`src/rtl/karatsuba_mul.sv`:
```
module karatsuba_mul #(
  parameter int W = 8
) (
  input  logic [W-1:0]   op_a,
  input  logic [W-1:0]   op_b,
  output logic [2*W-1:0] prod
);
  localparam int H  = W / 2;
  localparam int SW = H + 1;
  localparam int PW = 2 * SW;
  localparam int OW = 2 * W;

  logic [H-1:0]   a_hi, a_lo, b_hi, b_lo;
  logic [2*H-1:0] pp_hi, pp_lo;
  logic [SW-1:0]  sum_a, sum_b;
  logic [PW-1:0]  pp_sum, pp_mid;

  assign {a_hi, a_lo} = op_a;
  assign {b_hi, b_lo} = op_b;

  assign pp_hi  = (2*H)'(a_hi) * (2*H)'(b_hi);
  assign pp_lo  = (2*H)'(a_lo) * (2*H)'(b_lo);
  assign sum_a  = SW'(a_hi) + SW'(a_lo);
  assign sum_b  = SW'(b_hi) + SW'(b_lo);
  assign pp_sum = PW'(sum_a) * PW'(sum_b);
  assign pp_mid = pp_sum - PW'(pp_hi) - PW'(pp_lo);

  assign prod = {pp_hi, pp_lo} + (OW'(pp_mid) << H);

  always_comb begin
    a_r3_mid_cross: assert (pp_mid == PW'(a_hi) * PW'(b_lo) + PW'(a_lo) * PW'(b_hi))
      else $error("cross term mismatch");
    a_r4_no_underflow: assert (pp_sum >= PW'(pp_hi) + PW'(pp_lo))
      else $error("cross subtraction underflow");
    a_r2_hi_weight: assert (prod[OW-1:W] >= W'(pp_hi))
      else $error("upper product lost weight");
    a_r5_exact: assert (prod == OW'(op_a) * OW'(op_b))
      else $error("product not exact");
    a_r6_zero: assert (!(op_a == '0 || op_b == '0) || prod == '0)
      else $error("zero operand gave nonzero product");
  end
endmodule

```
`config.mk`:
```
export PLATFORM = sky130hd
export DESIGN_NAME = karatsuba_mul
export DESIGN_NICKNAME = d
export VERILOG_FILES = /design/src/rtl/karatsuba_mul.sv
export SDC_FILE = /design/constraint.sdc
export NUM_CORES = 1
export LEC_CHECK = 0
export ABC_AREA = 0
export BUFFER_PORTS_ARGS = -buffer_cell sky130_fd_sc_hd__buf_4
export CORE_ASPECT_RATIO = 0.6
export CORE_MARGIN = 2
export CORE_UTILIZATION = 35
export DETAILED_ROUTE_END_ITERATION = 6
export GPL_ROUTABILITY_DRIVEN = 0
export PLACE_DENSITY = 0.53
export SETUP_SLACK_MARGIN = 0.2
export SLEW_MARGIN = 15
export SYNTH_ARGS = -nofsm -noshare
export SYNTH_HDL_FRONTEND = slang
export SYNTH_SLANG_ARGS = --single-unit
```
`constraint.sdc`:
```
create_clock -name vclk -period 13.95
set_clock_uncertainty 0.05 [all_clocks]
set_input_delay 0.6975 -clock vclk [all_inputs]
set_output_delay 0.6975 -clock vclk [all_outputs]
set_load 0.05 [all_outputs]
```
==> run summary, run 1 <==
The number of buffers inserted to repair setup after CTS came out at 0. The top-level I/O count is 32. The number of antenna violations at the first check in global routing came out at 0. In the final layout, flip-flops and latches occupy 0 um2. The maximum operating frequency came out at 109 MHz. The shortest clock period the worst path allows after layout came out at 9190 ps. Row generation in the floorplan step produced 25 rows. Across all layers, the routed design uses 2277 vias.

The startpoint class of the critical path is an input pin. The biggest area contributor in the post-synthesis netlist is sky130_fd_sc_hd__ha_1. The number of clock-tree buffers in the layout came out at 0. After floorplanning, the core was sized to cover 0.00785 mm2. The per-cell routed wire length came out at 13.9 um. For this block, the initial DRC count from the detailed router was 105. The number of remaining DRC errors came out at 0.

The gate count of the mapped netlist came out at 331. The count of TritonRoute iterations in the first routing pass is 4. The floorplan step set the die width to 120 um. The post-detailed-routing wire length is 6550 um. Setup repair after global routing left no endpoint under its margin. In the final design database the tool counted 477 nets. The required time of the critical path is 13200 ps. In the synthesized netlist, the cells that appear most often are 65 x sky130_fd_sc_hd__ha_1, 54 x sky130_fd_sc_hd__inv_1, 32 x sky130_fd_sc_hd__fa_1, 29 x sky130_fd_sc_hd__and2_1, 25 x sky130_fd_sc_hd__nand2_1. The number of nets with antenna violations after routing came out at 0. For this run, the register share of the synthesized area comes to 0%. The worst path meets setup with 4760 ps of slack. Yosys instantiated no cell more often than sky130_fd_sc_hd__ha_1. The first global-routing pass estimated 11400 um of wire. Summing every instance area after synthesis gives 0.00283 mm2. The worst-case headroom to the max-slew limit came out at 35.4%. After synthesis, the netlist uses 41 different library cells. The signal arrival time at the worst endpoint came out at 8440 ps. The starting density of the core is 36.0%.

The via count of the first global-routing pass is 2306. The pin count of the biggest net entering global routing is 8. In this run the vertical extent of the chip is 73.7 um. STA classifies the critical path endpoint as an output port. The critical path is of the input pin to output port type. By area the synthesized netlist is led by sky130_fd_sc_hd__ha_1 29%, sky130_fd_sc_hd__fa_1 23%, sky130_fd_sc_hd__inv_1 7.2%, sky130_fd_sc_hd__and2_1 6.4%, sky130_fd_sc_hd__xnor2_1 5.9%. The hold buffer count at CTS came out at 0.

The fill cell total of the finished layout is 814. The worst setup timing slack at the placement stage is 4860 ps. The estimated wirelength of the detail-placed design is 5920 um. The maximum fanout count along the critical path came out at 5. The number of failing setup endpoints in the final timing report came out at 0. The total negative slack came out at 0 ps.

The count of maximum capacitance violations is 0. The mean cell area of the mapped netlist is 8.55 um2. The fraction of final layout cells with drive strength greater than 1 is 11.3%.

The worst hold margin is 1800 ps. The number of max-slew violations in the final report came to 0. The utilization after layout came out at 40.7%. The count of sequential standard cells is 0. The number of hold-slack violations in the final timing report was 0. The relative area change from synthesis to final layout came out at 13.0%.

After synthesis, the largest area contributor takes up 28.7% of total cell area. Global routing finished with a remaining overflow of 0. The number of port buffers is 32. The run finished with clean final reports. The count of cells resized by post-cts repair came out at 0. The Yosys warning count is 0. The die area came out at 0.00885 mm2. Global routing consumed, over all layers together, 15.8% of the routing resources. The post-detailed-route via-to-cell ratio came out at 4.84. The number of antenna cells inserted came out at 0. The final critical-path share of the clock period came out at 65.9%.

The number of nets handed over by synthesis was 444. The type of the tightest min-delay check is input pin to output port. The slew at the pin closest to its max-slew limit came out at 945 ps. The area taken by multi-input logic gates is 0.00262 mm2.
==> cells by family after synthesis <==
logic type | Yosys count | share of synthesized area, %
fa+ha+maj | 97 | 51.4
simple gates | 95 | 17.6
compound gates | 55 | 14.7
buf+inv | 55 | 7.43
xor+xnor | 29 | 8.97
==> per-stage QoR <==
step,cells,cell area [um2]
global route,470,3200
CTS,470,3200
finish,470,3200
floorplan,331,2830
global placement,470,3200
detailed placement,470,3200
==> path summary, 6_finish.rpt <==
check | endpoint | depth (start not counted) | startpoint | slack [ps]
setup / recovery | prod[14] | 26 | op_a[4] | 4760
hold / removal | prod[0] | 4 | op_a[0] | 1800
==> metal layers <==
| layer | share of wire, % | vias up | track usage (%) |
|---|---|---|---|
| met2 | 39 | 30 | 25.0 |
| met3 | 3.5 | 0 | 0.388 |
| met1 | 58 | 1087 | 25.3 |
| met5 | 0 | - | 0 |
| met4 | 0 | 0 | 0.131 |
| li1 | - | 1160 | - |
==> layout by cell type, fill, tap and decap left out, types with 2 or more instances in the layout <==
cell / n
sky130_fd_sc_hd__a211o_1: 2
sky130_fd_sc_hd__a211oi_2: 2
sky130_fd_sc_hd__a21o_1: 7
sky130_fd_sc_hd__a21oi_1: 18
sky130_fd_sc_hd__and2_1: 29
sky130_fd_sc_hd__buf_4: 32
sky130_fd_sc_hd__fa_1: 32
sky130_fd_sc_hd__ha_1: 65
sky130_fd_sc_hd__inv_1: 54
sky130_fd_sc_hd__nand2_1: 25
sky130_fd_sc_hd__nand2b_1: 5
sky130_fd_sc_hd__nor2_1: 18
sky130_fd_sc_hd__nor2b_1: 8
sky130_fd_sc_hd__nor3_1: 2
sky130_fd_sc_hd__o21ai_0: 9
sky130_fd_sc_hd__o21bai_1: 2
sky130_fd_sc_hd__xnor2_1: 19
sky130_fd_sc_hd__xor2_1: 10
==> worst max-delay path, stage by stage <==
cell                        delay, ps
sky130_fd_sc_hd__buf_4            110
sky130_fd_sc_hd__nand2_1           70
sky130_fd_sc_hd__fa_1             530
sky130_fd_sc_hd__inv_1             50
sky130_fd_sc_hd__fa_1             560
sky130_fd_sc_hd__inv_1             70
sky130_fd_sc_hd__fa_1             450
sky130_fd_sc_hd__xnor2_1          330
sky130_fd_sc_hd__fa_1             510
sky130_fd_sc_hd__fa_1             550
sky130_fd_sc_hd__inv_1             50
sky130_fd_sc_hd__fa_1             520
sky130_fd_sc_hd__inv_1             50
sky130_fd_sc_hd__fa_1             520
sky130_fd_sc_hd__inv_1             40
sky130_fd_sc_hd__ha_1             320
sky130_fd_sc_hd__o21ai_0          140
sky130_fd_sc_hd__a21boi_0         330
sky130_fd_sc_hd__nor2_1           110
sky130_fd_sc_hd__ha_1             370
sky130_fd_sc_hd__a211o_1          370
sky130_fd_sc_hd__a2111oi_0        760
sky130_fd_sc_hd__o21ai_0          280
sky130_fd_sc_hd__a21oi_1          230
sky130_fd_sc_hd__xor2_1           170
sky130_fd_sc_hd__buf_4            220
==> final cells by class <==
| cell class | count | area share, % |
|---|---|---|
| Multi-Input combinational cell | 276 | 81.9 |
| Timing Repair Buffer | 32 | 7.51 |
| Inverter | 54 | 6.34 |
| Tap cell | 108 | 4.23 |
Power of run 1 is left out: the tool's default activity adds up to more than one toggle a clock period on the data nets, which glitch-free logic cannot reach.
==> run 2: changes to the inputs <==
==> constraint.sdc (replaced) <==
create_clock -name vclk -period 8.7
set_clock_uncertainty 0.05 [all_clocks]
set_input_delay 0.435 -clock vclk [all_inputs]
set_output_delay 0.435 -clock vclk [all_outputs]
set_load 0.05 [all_outputs]
==> run 2 against run 1 <==
Against the previous run: first-iteration DRC count fell by 11%; sequential share of layout area did not move; sequential cell count did not move; critical endpoint is now prod[13]; routed wire length rose by 1.9%; die area did not move; non-clock buffer count rose by 1.
==> run summary, run 2 (same netlist as run 1, synthesis figures left out) <==
The required time of the critical path came out at 8220 ps (-4980 ps). The number of antenna cells inserted came out at 0 (unchanged). The core region area came to 0.00785 mm2 (unchanged). The via count of the first global-routing pass was 2331 (+1.1%). met1 is the most crowded layer.

The number of failing setup endpoints in the final timing report came to 0 (unchanged). The met3 usage is 1.48% (+1.1 points). The fill cell total of the finished layout is 824 (+1.2%). The shortest clock period the worst path allows after layout is 7950 ps. The number of buffer and inverter instances along the worst setup path is 7 (unchanged). The post-detailed-route via-to-cell ratio came out at 4.84 (-0.12%). In the layout the commonest cells are 65 x sky130_fd_sc_hd__ha_1, 54 x sky130_fd_sc_hd__inv_1, 33 x sky130_fd_sc_hd__buf_4, 32 x sky130_fd_sc_hd__fa_1, 29 x sky130_fd_sc_hd__and2_1.

The worst setup timing slack at the placement stage is 214 ps (-4650 ps). The fraction of met1 tracks used by global routing came to 26.3% (+1.0 points). The via total after detailed routing came to 2279 (+0.088%). The met2 capacity usage during global routing is 24.3% (-0.69 points). The number of cells on the worst hold path came out at 4 (unchanged). The final setup slack of the worst path is 747 ps (-4010 ps). The number of antenna violations at the first check in global routing came to 0 (unchanged). The worst-case headroom to the max-slew limit is 51.4% (+16 points).

The end point of the most critical hold path is prod[0]. The endpoint kind of the worst setup timing path is an output port. The slew at the pin closest to its max-slew limit is 719 ps (-226 ps). The library cell used most frequently in the layout, excluding fill and tap cells, is sky130_fd_sc_hd__ha_1.

The worst hold path begins at op_a[0]. The delay contributed by the slowest stage of the critical path is 550 ps (-210 ps). STA classifies the critical path startpoint as an input pin. The relative area change from synthesis to final layout is 14.5%.

The estimated wirelength of the detail-placed design came to 6010 um (+1.6%). The die boundary width came out at 120 um (unchanged). The top-level I/O count is 32 (unchanged). The number of max-slew violations in the final report came out at 0 (unchanged). The die area came out at 0.00885 mm2 (unchanged). The number of clock-tree buffers in the layout is 0 (unchanged).

The number of port buffers came to 32 (unchanged). The pin count of the biggest net entering global routing came out at 8 (unchanged). The final critical-path share of the clock period came out at 91.4%. The critical path is of the input pin to output port type. The fraction of final layout cells with drive strength greater than 1 is 12.4% (+1.1 points). The maximum fanout count along the critical path is 5 (unchanged). The starting density of the core is 36.0% (unchanged). The number of nets with antenna violations after routing came to 0 (unchanged).

The type of the tightest min-delay check is input pin to output port. The global-route wire length before repair came out at 11600 um (+2.1%). The flow ran to the end, and the final reports show no timing, DRC or antenna violations. The number of buffers inserted to repair setup after CTS came out at 0 (unchanged). Among cell families on the critical path, the largest total delay comes from adder cells. The all-layer global routing usage is 16.2% (+0.42 points). The count of TritonRoute iterations in the first routing pass was 4 (unchanged). The count of sequential standard cells came out at 0 (unchanged). The initial detailed-routing violation count came to 93 (-11%). The number of hold-slack violations in the final timing report came out at 0 (unchanged). The slowest stage of the critical path is the sky130_fd_sc_hd__fa_1 cell. The area used by sequential logic in the layout is 0 um2 (unchanged). The maximum operating frequency is 126 MHz. The vertical die dimension came out at 73.7 um (unchanged). The total global routing overflow came to 0 (unchanged). The floorplan row count came out at 25 (unchanged). The post-detailed-routing wire length is 6670 um (+1.9%). The signal arrival time at the worst endpoint came out at 7470 ps (-970 ps).

The total negative slack came to 0 ps (unchanged). The number of nets at the end of the flow came out at 478 (+0.21%). The number of remaining DRC errors came out at 0 (unchanged). The cell occurring most often along the worst timing path is sky130_fd_sc_hd__fa_1.

Setup repair after global routing left no endpoint under its margin. The per-cell routed wire length came out at 14.2 um (+1.6%). The count of maximum capacitance violations came out at 0 (unchanged).
run 2: cell count changes in the layout (fill, tap and decap cells not counted):
cell / previous run / this run
sky130_fd_sc_hd__xnor2_1: 19 / 17
sky130_fd_sc_hd__xnor2_2: 0 / 2
sky130_fd_sc_hd__a2111oi_0: 1 / 0
sky130_fd_sc_hd__a2111oi_4: 1 / 2
sky130_fd_sc_hd__buf_4: 32 / 33
run 2: per-stage QoR:
step	instances	area, um2	hold slack, ps	utilization [%]
after global routing	471	3240	1310	41.3
after floorplan	331	2830	1070	-
after CTS	471	3210	1290	40.8
final	471	3240	1280	41.3
after detailed placement	471	3210	1290	40.8
after global placement	471	3210	1280	40.8
run 2: what timing repair did:
item / in CTS / in global routing
setup endpoints to repair: 1 / 2
hold endpoints to repair: 0 / 0
hold buffers: 0 / 0
gates resized for setup: 1 / 4
run 2: tightest hold or removal path, cell delays in order:
cell and delay [ps]:
sky130_fd_sc_hd__buf_4 100, sky130_fd_sc_hd__nand2_1 90, sky130_fd_sc_hd__inv_1 80, sky130_fd_sc_hd__buf_4 190
run 2: cell type report:
cell class	count	area, um2	area share (%)
Multi-Input combinational cell	276	2650	81.9
Timing Repair Buffer	33	248	7.65
Tap cell	108	135	4.17
Inverter	54	203	6.26
run 2: per-layer routing:
layer | wire length, um | part of all wire [%]
met1 | 3810 | 57
met2 | 2570 | 38
met3 | 291 | 4.4
met4 | 0 | 0
met5 | 0 | 0
run 2: how the worst max path moves through the flow:
stage	depth (start not counted)	endpoint	slack [ps]	start
after floorplan	25	prod[15]	870	op_b[7]
after global placement	26	prod[14]	170	op_a[4]
after detailed placement	26	prod[14]	210	op_b[7]
after CTS	26	prod[14]	340	op_b[7]
after global routing	26	prod[14]	230	op_a[4]
final	26	prod[13]	750	op_b[7]
Power of run 2 is left out for the same reason.
